[config.mk]
export PLATFORM = sky130hd
export DESIGN_NAME = lps_prefix_swapper
export DESIGN_NICKNAME = d
export VERILOG_FILES = /design/src/rtl/lps_pkg.sv /design/src/rtl/lps_mode_mask.sv /design/src/rtl/lps_prefix_reg.sv /design/src/rtl/lps_window_swap.sv /design/src/rtl/lps_prefix_swapper.sv
export SDC_FILE = /design/constraint.sdc
export NUM_CORES = 1
export LEC_CHECK = 0
export BUFFER_PORTS_ARGS = -buffer_cell sky130_fd_sc_hd__buf_4
export CAP_MARGIN = 40
export CORE_UTILIZATION = 52
export DETAILED_ROUTE_END_ITERATION = 10
export HOLD_SLACK_MARGIN = 0.06
export PLACE_DENSITY_LB_ADDON = 0.25
export SYNTH_ARGS = -nofsm -noshare
export SYNTH_HDL_FRONTEND = slang
export SYNTH_SLANG_ARGS = --single-unit
[constraint.sdc]
create_clock -name clk -period 4.6 [get_ports clk]
set_input_delay 1.15 -clock clk [delete_from_list [all_inputs] [get_ports clk]]
set_output_delay 1.15 -clock clk [all_outputs]
set_load 0.05 [all_outputs]
[src/rtl/lps_pkg.sv]
package lps_pkg;
  typedef enum logic [1:0] {
    AM_24  = 2'b00,
    AM_31  = 2'b01,
    AM_64  = 2'b10,
    AM_64B = 2'b11
  } amode_t;
endpackage

[src/rtl/lps_mode_mask.sv]
module lps_mode_mask #(
  parameter int ADDR_W = 64
) (
  input  logic [1:0]        mode,
  input  logic [ADDR_W-1:0] addr_i,
  output logic [ADDR_W-1:0] addr_o
);
  import lps_pkg::*;

  localparam int NARROW_W = 24;
  localparam int MID_W    = 31;

  logic [ADDR_W-1:0] keep24;
  logic [ADDR_W-1:0] keep31;

  for (genvar g = 0; g < ADDR_W; g++) begin : g_mask
    assign keep24[g] = (g < NARROW_W);
    assign keep31[g] = (g < MID_W);
  end

  always_comb begin
    unique case (amode_t'(mode))
      AM_24:   addr_o = addr_i & keep24;
      AM_31:   addr_o = addr_i & keep31;
      default: addr_o = addr_i;
    endcase
  end
endmodule

[src/rtl/lps_prefix_reg.sv]
module lps_prefix_reg #(
  parameter int ADDR_W = 64,
  parameter int WIN_W  = 13
) (
  input  logic              clk,
  input  logic              rst_n,
  input  logic              load,
  input  logic [ADDR_W-1:0] data,
  output logic [ADDR_W-1:0] pfx
);
  localparam int BLK_W = ADDR_W - WIN_W;

  logic [BLK_W-1:0] blk_q;
  logic [BLK_W-1:0] blk_d;

  always_comb begin
    blk_d = blk_q;
    if (load) blk_d = data[ADDR_W-1:WIN_W];
  end

  always_ff @(posedge clk or negedge rst_n) begin
    if (!rst_n) blk_q <= '0;
    else if (load) blk_q <= blk_d;
  end

  assign pfx = {blk_q, {WIN_W{1'b0}}};


  pfx_take_chk: assert property (@(posedge clk) disable iff (!rst_n)
    load |=> pfx[ADDR_W-1:WIN_W] == $past(data[ADDR_W-1:WIN_W]));

  pfx_hold_chk: assert property (@(posedge clk) disable iff (!rst_n)
    !load |=> $stable(pfx));
endmodule

[src/rtl/lps_window_swap.sv]
module lps_window_swap #(
  parameter int ADDR_W = 64,
  parameter int WIN_W  = 13
) (
  input  logic [ADDR_W-1:0] addr_i,
  input  logic [ADDR_W-1:0] pfx,
  output logic [ADDR_W-1:0] addr_o
);
  localparam int BLK_W = ADDR_W - WIN_W;

  logic [BLK_W-1:0] blk;
  logic [BLK_W-1:0] pblk;
  logic [WIN_W-1:0] off;

  assign blk  = addr_i[ADDR_W-1:WIN_W];
  assign pblk = pfx[ADDR_W-1:WIN_W];
  assign off  = addr_i[WIN_W-1:0];

  always_comb begin
    if (blk == '0)        addr_o = {pblk, off};
    else if (blk == pblk) addr_o = {{BLK_W{1'b0}}, off};
    else                  addr_o = addr_i;
  end
endmodule

[src/rtl/lps_prefix_swapper.sv]
module lps_prefix_swapper #(
  parameter int ADDR_W = 64,
  parameter int WIN_W  = 13
) (
  input  logic              clk,
  input  logic              rst_n,
  input  logic [1:0]        mode,
  input  logic              in_valid,
  input  logic [ADDR_W-1:0] in_addr,
  input  logic              pfx_load,
  input  logic [ADDR_W-1:0] pfx_data,
  output logic              out_valid,
  output logic [ADDR_W-1:0] out_addr
);
  logic [1:0]        rst_sync_q;
  logic              rst_s_n;
  logic [ADDR_W-1:0] masked;
  logic [ADDR_W-1:0] pfx;
  logic [ADDR_W-1:0] swapped;
  logic              vld_d;
  logic [ADDR_W-1:0] addr_d;

  always_ff @(posedge clk or negedge rst_n) begin
    if (!rst_n) rst_sync_q <= 2'b00;
    else        rst_sync_q <= {rst_sync_q[0], 1'b1};
  end
  assign rst_s_n = rst_sync_q[1];

  lps_mode_mask #(.ADDR_W(ADDR_W)) u_mask (
    .mode(mode), .addr_i(in_addr), .addr_o(masked)
  );

  lps_prefix_reg #(.ADDR_W(ADDR_W), .WIN_W(WIN_W)) u_pfx (
    .clk(clk), .rst_n(rst_s_n), .load(pfx_load), .data(pfx_data), .pfx(pfx)
  );

  lps_window_swap #(.ADDR_W(ADDR_W), .WIN_W(WIN_W)) u_swap (
    .addr_i(masked), .pfx(pfx), .addr_o(swapped)
  );

  always_comb begin
    vld_d  = in_valid;
    addr_d = out_addr;
    if (in_valid) addr_d = swapped;
  end

  always_ff @(posedge clk or negedge rst_s_n) begin
    if (!rst_s_n) out_valid <= 1'b0;
    else          out_valid <= vld_d;
  end

  always_ff @(posedge clk or negedge rst_s_n) begin
    if (!rst_s_n)      out_addr <= '0;
    else if (in_valid) out_addr <= addr_d;
  end


  vld_follow_chk: assert property (@(posedge clk) disable iff (!rst_s_n)
    in_valid |=> out_valid);

  vld_drop_chk: assert property (@(posedge clk) disable iff (!rst_s_n)
    !in_valid |=> !out_valid);

  addr_hold_chk: assert property (@(posedge clk) disable iff (!rst_s_n)
    !in_valid |=> $stable(out_addr));

  off_keep_chk: assert property (@(posedge clk) disable iff (!rst_s_n)
    in_valid |=> out_addr[WIN_W-1:0] == $past(in_addr[WIN_W-1:0]));
endmodule

==> flow_summary.yaml, run 1 <==
layout:
  multi_input_area_mm2: 0.00299
  fillCellCount: 856
  synthToLayoutAreaGrowth_pct: 31.9
  final_cell_area_mm2: 0.00833
  diodes: 0
  num-nets-final: 867
  regArea_mm2: 0.00296
  drive_gt1_share_pct: 38.7
global_routing:
  grt_pass1_wl_mm: 28.1
  grtUsageTotal_pct: 28.8
  antenna_found_initial: 0
  grt_max_degree: 98
  grt-ovfl-total: 0
  first_global_vias: 5549
power:
  power_density_mw_per_mm2: 395
  combPwrFrac_pct: 20.2
  clkPwrFrac_pct: 42.7
  cellInternalPower_uw: 2320
  seqPwrFrac_pct: 37.1
  swShare_pct: 29.4
  p_switching_uw: 966
  leakage_uw: 0.00400
  peakVddDrop_mv: 0.333
logic_synthesis:
  ys.flop_type: "dfrtp_1"
  synth_edf_count: 0
  ys_seq_area_share_pct: 46.7
  synth.distinct_cells: 52
  syn_area_mm2: 0.00632
  syn_avg_cell_area_um2: 11.2
  synth_nets: 697
  synth_cells: 563
  synth_top_cell_area_share_pct: 46.7
  synth.area.top_cells: "dfrtp_1 47%, a31o_1 8.7%, mux2_2 8.7%"
  synth_seq_cells: 118
  synth_async_sr_flop_share_pct: 100
  yosys_warnings: 0
  synth_area_leader_cell: "dfrtp_1"
critical_path:
  start_kind: "input pin"
  max_stage_delay_ns: 0.46
  worstSetupEndpointType: "register"
  cp-startpoint: "mode[1]"
  r2r_slack_ns: 1.60
  required_ns: 4.90
  cp_common_cell: "nor2_1"
  crit_fanout: 38
  slowest_stage: "o32ai_1"
  r2r-start: "u_pfx.blk_q[17]"
  criticalPathCategory: "input pin to register"
  critical_path.cell_chain: "buf_4 -> nor2_1 -> nor2_1 -> o32ai_1 -> o2111ai_1 -> nor4_1 -> nand4_2 -> buf_12 -> a41o_1"
  arrival_ns: 3.80
min_path:
  hold_path.class: "register to async pin"
clock_tree:
  cts_resized: 0
  htreeDepth: 4
  ctsHoldBuffers: 0
  clockBufferDepth: 2
  cts_inserted_buffers: 17
  cts_setup_buffers: 0
  cts.sinks: 118
  tritoncts: "done"
  root_buffer: "clkbuf_16"
  cts.reportedPaths.clkPinSlew_ns: 0.06
  clock_latency_ns: 0.43
floorplan:
  coreArea_mm2: 0.0116
  rows: 39
  ios: 199
  dieWidth_um: 112
  die_y_um: 112
  die_area_mm2: 0.0126
  start_util_pct: 54.4
outcome:
  failed_checks: "DRC"
  status: "complete, but fails checks"
routing:
  ant_nets: 0
  wl_met1_mm: 7.10
  post_drt_wl_per_cell_um: 19.9
  vias: 5442
  wl_met3_mm: 1.61
  wl_met2_mm: 8.59
  top_layer: "met4"
  drt_wl_total_mm: 17.7
  drc_errors: 12
  drtIter0Drc: 410
  drtPass1Iterations: 8
  routed_via_density: 6.12
sta:
  maxSlewViolCount: 0
  min_period_over_period_pct: 76.2
  skew_ns: 0.0169
  rsz0062_at_grt: "false"
  hold_viol_final: 0
  maxSlewHeadroom_pct: 34.4
  clock.fmax_ghz: 0.285
  timing.hold.ws_ns: 0.276
  tightest_slew_ns: 0.984
  finalSetupViolations: 0
  post-route-min-period_ns: 3.51
  fin_tns_setup_ns: 0
placed_design:
  place.detailed.hpwl_mm: 12.3
  gp_congestion: 0.867
  placed_cell_area_mm2: 0.00770
  port_buffers: 185
run:
  drv_cap: 0
[cells by family (layout without fill, tap and decap cells)]
group / after synthesis / in the layout / share of synthesized area (%)
other: 1 / 1 / 0.0593
flip-flops: 118 / 118 / 46.7
AND/OR/NAND/NOR: 147 / 147 / 13.9
multiplexers: 49 / 49 / 8.73
buffers and inverters: 60 / 243 / 6.00
AO/OA/AOI/OAI: 166 / 166 / 21.5
XOR/XNOR: 22 / 22 / 3.05
[stage by stage]
step,instances,setup WS [ns],power (uW),util [%]
after floorplan,563,1.07,1630,-
after global placement,856,0.783,1870,66.1
after detailed placement,857,0.766,1900,66.3
after CTS,889,1.17,3300,71.7
after global routing,889,0.962,3400,71.7
final,889,1.09,3290,71.7
[per-layer routing]
metal  vias to the layer above  track usage [%]
met2                       253             46.7
li1                       2484                -
met5                         -                0
met4                         0             11.2
met1                      2668             36.0
met3                        37             9.29
[power groups by stage]
| stage | Clock, uW | Sequential [uW] | Combinational, uW |
|---|---|---|---|
| after floorplan | 0 | 1400 | 239 |
| final | 1410 | 1220 | 665 |
| after global placement | 0 | 1240 | 637 |
| after global routing | 1460 | 1230 | 705 |
| after CTS | 1420 | 1220 | 667 |
| after detailed placement | 0 | 1240 | 663 |
[cell type report]
type / instances / share of cell area (%)
Timing Repair Buffer: 194 / 18.2
Clock inverter: 15 / 2.46
Inverter: 17 / 0.766
Clock buffer: 17 / 5.11
Multi-Input combinational cell: 385 / 35.9
Tap cell: 143 / 2.15
Sequential cell: 118 / 35.5
[cell usage in the layout (no fill, tap or decap), types with 4 or more instances in the layout]
cell / count
o2111ai_1: 4
nor2_1: 19
clkbuf_16: 17
and2b_2: 9
nor4_1: 17
a41o_1: 40
inv_1: 17
nor2b_1: 43
mux2_2: 49
bufinv_16: 4
nand2b_1: 6
xnor2_1: 12
nand3_1: 6
a21oi_1: 8
o22ai_1: 6
o21ai_0: 22
clkinv_4: 5
buf_4: 190
nand2_1: 21
a31oi_1: 7
xor2_1: 10
o32ai_1: 4
a31o_1: 63
nor4bb_1: 6
dfrtp_1: 117
[critical path, delay by kind of cell]
family	cells	cell delay [ns]
compound gates	3	0.92
buf+inv	2	0.57
simple gates	4	1.15
[flip-flops by register name, summed over array words and instances, names as in the netlist]
name	flops
out_addr	64
rst_sync_q	2
u_pfx.blk_q	51
out_valid	1
[Yosys cell counts, drive strengths merged, types with 2 or more instances]
| cell | number |
|---|---|
| or4 | 2 |
| o21ai | 22 |
| inv | 17 |
| nor4bb | 6 |
| a31o | 63 |
| nor4 | 17 |
| a41o | 40 |
| clkbuf | 25 |
| o22a | 2 |
| a31oi | 7 |
| dlygate4sd3 | 2 |
| nand2 | 21 |
| dfrtp | 118 |
| or2 | 2 |
| xor2 | 10 |
| and2b | 11 |
| a221oi | 2 |
| buf | 16 |
| mux2 | 49 |
| nand4 | 4 |
| a21oi | 8 |
| o32ai | 4 |
| nor2b | 43 |
| nand3 | 6 |
| nor3 | 4 |
| and3 | 2 |
| nand2b | 6 |
| xnor2 | 12 |
| o2111ai | 4 |
| nor2 | 19 |
| o22ai | 6 |
| a22oi | 3 |
[final timing paths]
kind | to | cells past startpoint
min | u_pfx.blk_q[12] | 0
max in group asynchronous | out_addr[40] | 2
min in group clk | rst_sync_q[1] | 0
min reg2reg | u_pfx.blk_q[12] | 0
max | out_addr[34] | 9
max reg2reg | out_addr[34] | 8
Note: power is estimated with default switching activity, not from simulation.
==> run 2, diff against run 1 <==
- ABC_AREA: not set -> 1
- CORE_UTILIZATION: 52 -> 53
- clock period: 4.6 -> 3.35 ns (I/O delays scaled with it)
==> flow_summary.yaml, run 2 <==
critical_path:
  slowest_stage: "buf_4"
  cp_common_cell: "nand2_1"
  max_stage_delay_ns: 0.40
  criticalPathCategory: "input pin to register"
  required_ns: 3.65
  start_kind: "input pin"
  critical_path.cell_chain: "buf_4 -> nand2_1 -> nand2_1 -> nand2_1 -> nor2_1 -> nand2_1 -> nor2_1 -> nand2_1 -> nor2_1 -> nand2_2 -> buf_4 -> nand2_1 -> a21oi_2"
  crit_fanout: 44
  arrival_ns: 2.77
  worstSetupEndpointType: "register"
logic_synthesis:
  synth.area.top_cells: "dfrtp_1 44%, nand2_1 16%, inv_1 7.6%"
  synth_edf_count: 0
  ys_seq_area_share_pct: 43.8
  yosys_warnings: 0
  synth_top_cell_area_share_pct: 43.8
  synth_cells: 890
  ys.flop_type: "dfrtp_1"
  synth.distinct_cells: 23
  syn_area_mm2: 0.00674
  syn_avg_cell_area_um2: 7.58
  synth_async_sr_flop_share_pct: 100
  synthTopCellsByCount: "280 x nand2_1, 136 x inv_1, 118 x dfrtp_1, 89 x nor2_1, 71 x nand3_1"
  synth_seq_cells: 118
  synth_most_common_cell: "nand2_1"
  synth_area_leader_cell: "dfrtp_1"
  synth_nets: 1024
outcome:
  status: "finished, final reports clean"
power:
  power_density_mw_per_mm2: 487
  leakage_uw: 0.00475
  peakVddDrop_mv: 0.393
floorplan:
  die_area_mm2: 0.0132
  start_util_pct: 55.2
  coreArea_mm2: 0.0122
  dieWidth_um: 115
  die_y_um: 115
  rows: 40
  ios: 199
sta:
  min_period_over_period_pct: 73.8
  finalSetupViolations: 0
  rsz0062_at_grt: "false"
  hold_viol_final: 0
  maxSlewViolCount: 0
  skew_ns: 0.00825
  fin_tns_setup_ns: 0
  fin_ws_ns: 0.878
  maxSlewHeadroom_pct: 51.6
  timing.hold.ws_ns: 0.196
  tightest_slew_ns: 0.726
  post-route-min-period_ns: 2.47
  clock.fmax_ghz: 0.405
clock_tree:
  tritoncts: "done"
  root_buffer: "clkbuf_16"
  ctsHoldBuffers: 0
  htreeDepth: 4
  clockBufferDepth: 2
  clock_latency_ns: 0.41
  cts_inserted_buffers: 17
  cts.reportedPaths.clkPinSlew_ns: 0.05
  cts_resized: 0
  cts.sinks: 118
  cts_setup_buffers: 0
global_routing:
  grt_max_degree: 69
  antenna_found_initial: 0
  grtUsageTotal_pct: 29.4
  grt-ovfl-total: 0
  grt_pass1_wl_mm: 29.2
  first_global_vias: 6066
layout:
  largest_register_ffs: 64
  final_core_util_pct: 71.0
  synthToLayoutAreaGrowth_pct: 28.6
  diodes: 0
  largest_register: "out_addr"
  layout_commonest_cell: "nand2_1"
  final_cell_area_mm2: 0.00867
  final_cell_mix: "280 x nand2_1, 193 x buf_4, 136 x inv_1"
  num-nets-final: 1197
  top_regs: "out_addr: 64 flops, u_pfx.blk_q: 51 flops, rst_sync_q: 2 flops"
  drive_gt1_share_pct: 29.1
routing:
  post_drt_wl_per_cell_um: 14.7
  drt_wl_total_mm: 18.3
  vias: 6244
  drtPass1Iterations: 5
  routed_via_density: 5.03
  ant_nets: 0
  drtIter0Drc: 488
  drc_errors: 0
placed_design:
  place.detailed.hpwl_mm: 12.9
  placed_cell_area_mm2: 0.00816
  port_buffers: 185
  dp_slack_ns: 0.523
  gp_congestion: 0.905
run:
  drv_cap: 0
min_path:
  hold_path.class: "input pin to async pin"
==> run 2: worst paths after layout <==
path                                startpoint       endpoint  slack [ns]  cells past startpoint
worst max-delay path                   mode[1]   out_addr[15]        0.88                     13
worst min-delay path                     rst_n  rst_sync_q[1]        0.20                      1
worst max register to register  u_pfx.blk_q[7]   out_addr[15]        1.50                     13
worst min register to register   rst_sync_q[0]  rst_sync_q[1]        0.36                      0
max in group asynchronous        rst_sync_q[1]   out_addr[32]        2.15                      1
min in group clk                 rst_sync_q[0]  rst_sync_q[1]        0.36                      0
==> run 2: cell type report <==
class | count | area (um^2)
fillers | 1034 | 3540
clock buffers | 25 | 485
well taps | 168 | 210
inverters | 137 | 514
clock inverters | 5 | 25.0
repair buffers | 196 | 1510
flip-flops and latches | 118 | 2960
multi-input cells | 593 | 2970
==> run 2: worst max-delay path: cells and delay by family <==
family	cells	cell delay, ns
AO/OA/AOI/OAI	1	0.06
buffers and inverters	2	0.66
AND/OR/NAND/NOR	10	1.16
==> run 2: routing by layer <==
metal	up-vias	wire, um	global-route usage [%]
met3	32	1280	7.06
met5	-	0	0
met1	2906	7860	37.5
met4	0	456	13.3
met2	226	8680	47.7
li1	3080	-	-
==> run 2: cells by family after synthesis <==
logic type                count (synthesis)  synth area share, %
and+or+nand+nor                         457                 27.7
buffers and inverters                   179                 12.2
muxes                                    31                 5.18
DFF                                     118                 43.8
AOI/OAI and AO/OA                        94                 9.76
xor gates and xnor gates                 10                 1.30
other                                     1               0.0556
==> run 2: metrics by stage <==
step                total power, uW  std cells
finish                         4220       1242
CTS                            4240       1242
global route                   4410       1242
floorplan                      2290        890
detailed placement             2650       1212
global placement               2630       1212
==> run 2: where the power goes <==
group / switching [uW] / total [uW] / internal (uW)
Combinational: 605 / 959 / 353
Sequential: 106 / 1670 / 1560
Clock: 607 / 1590 / 986
Total: 1320 / 4220 / 2900
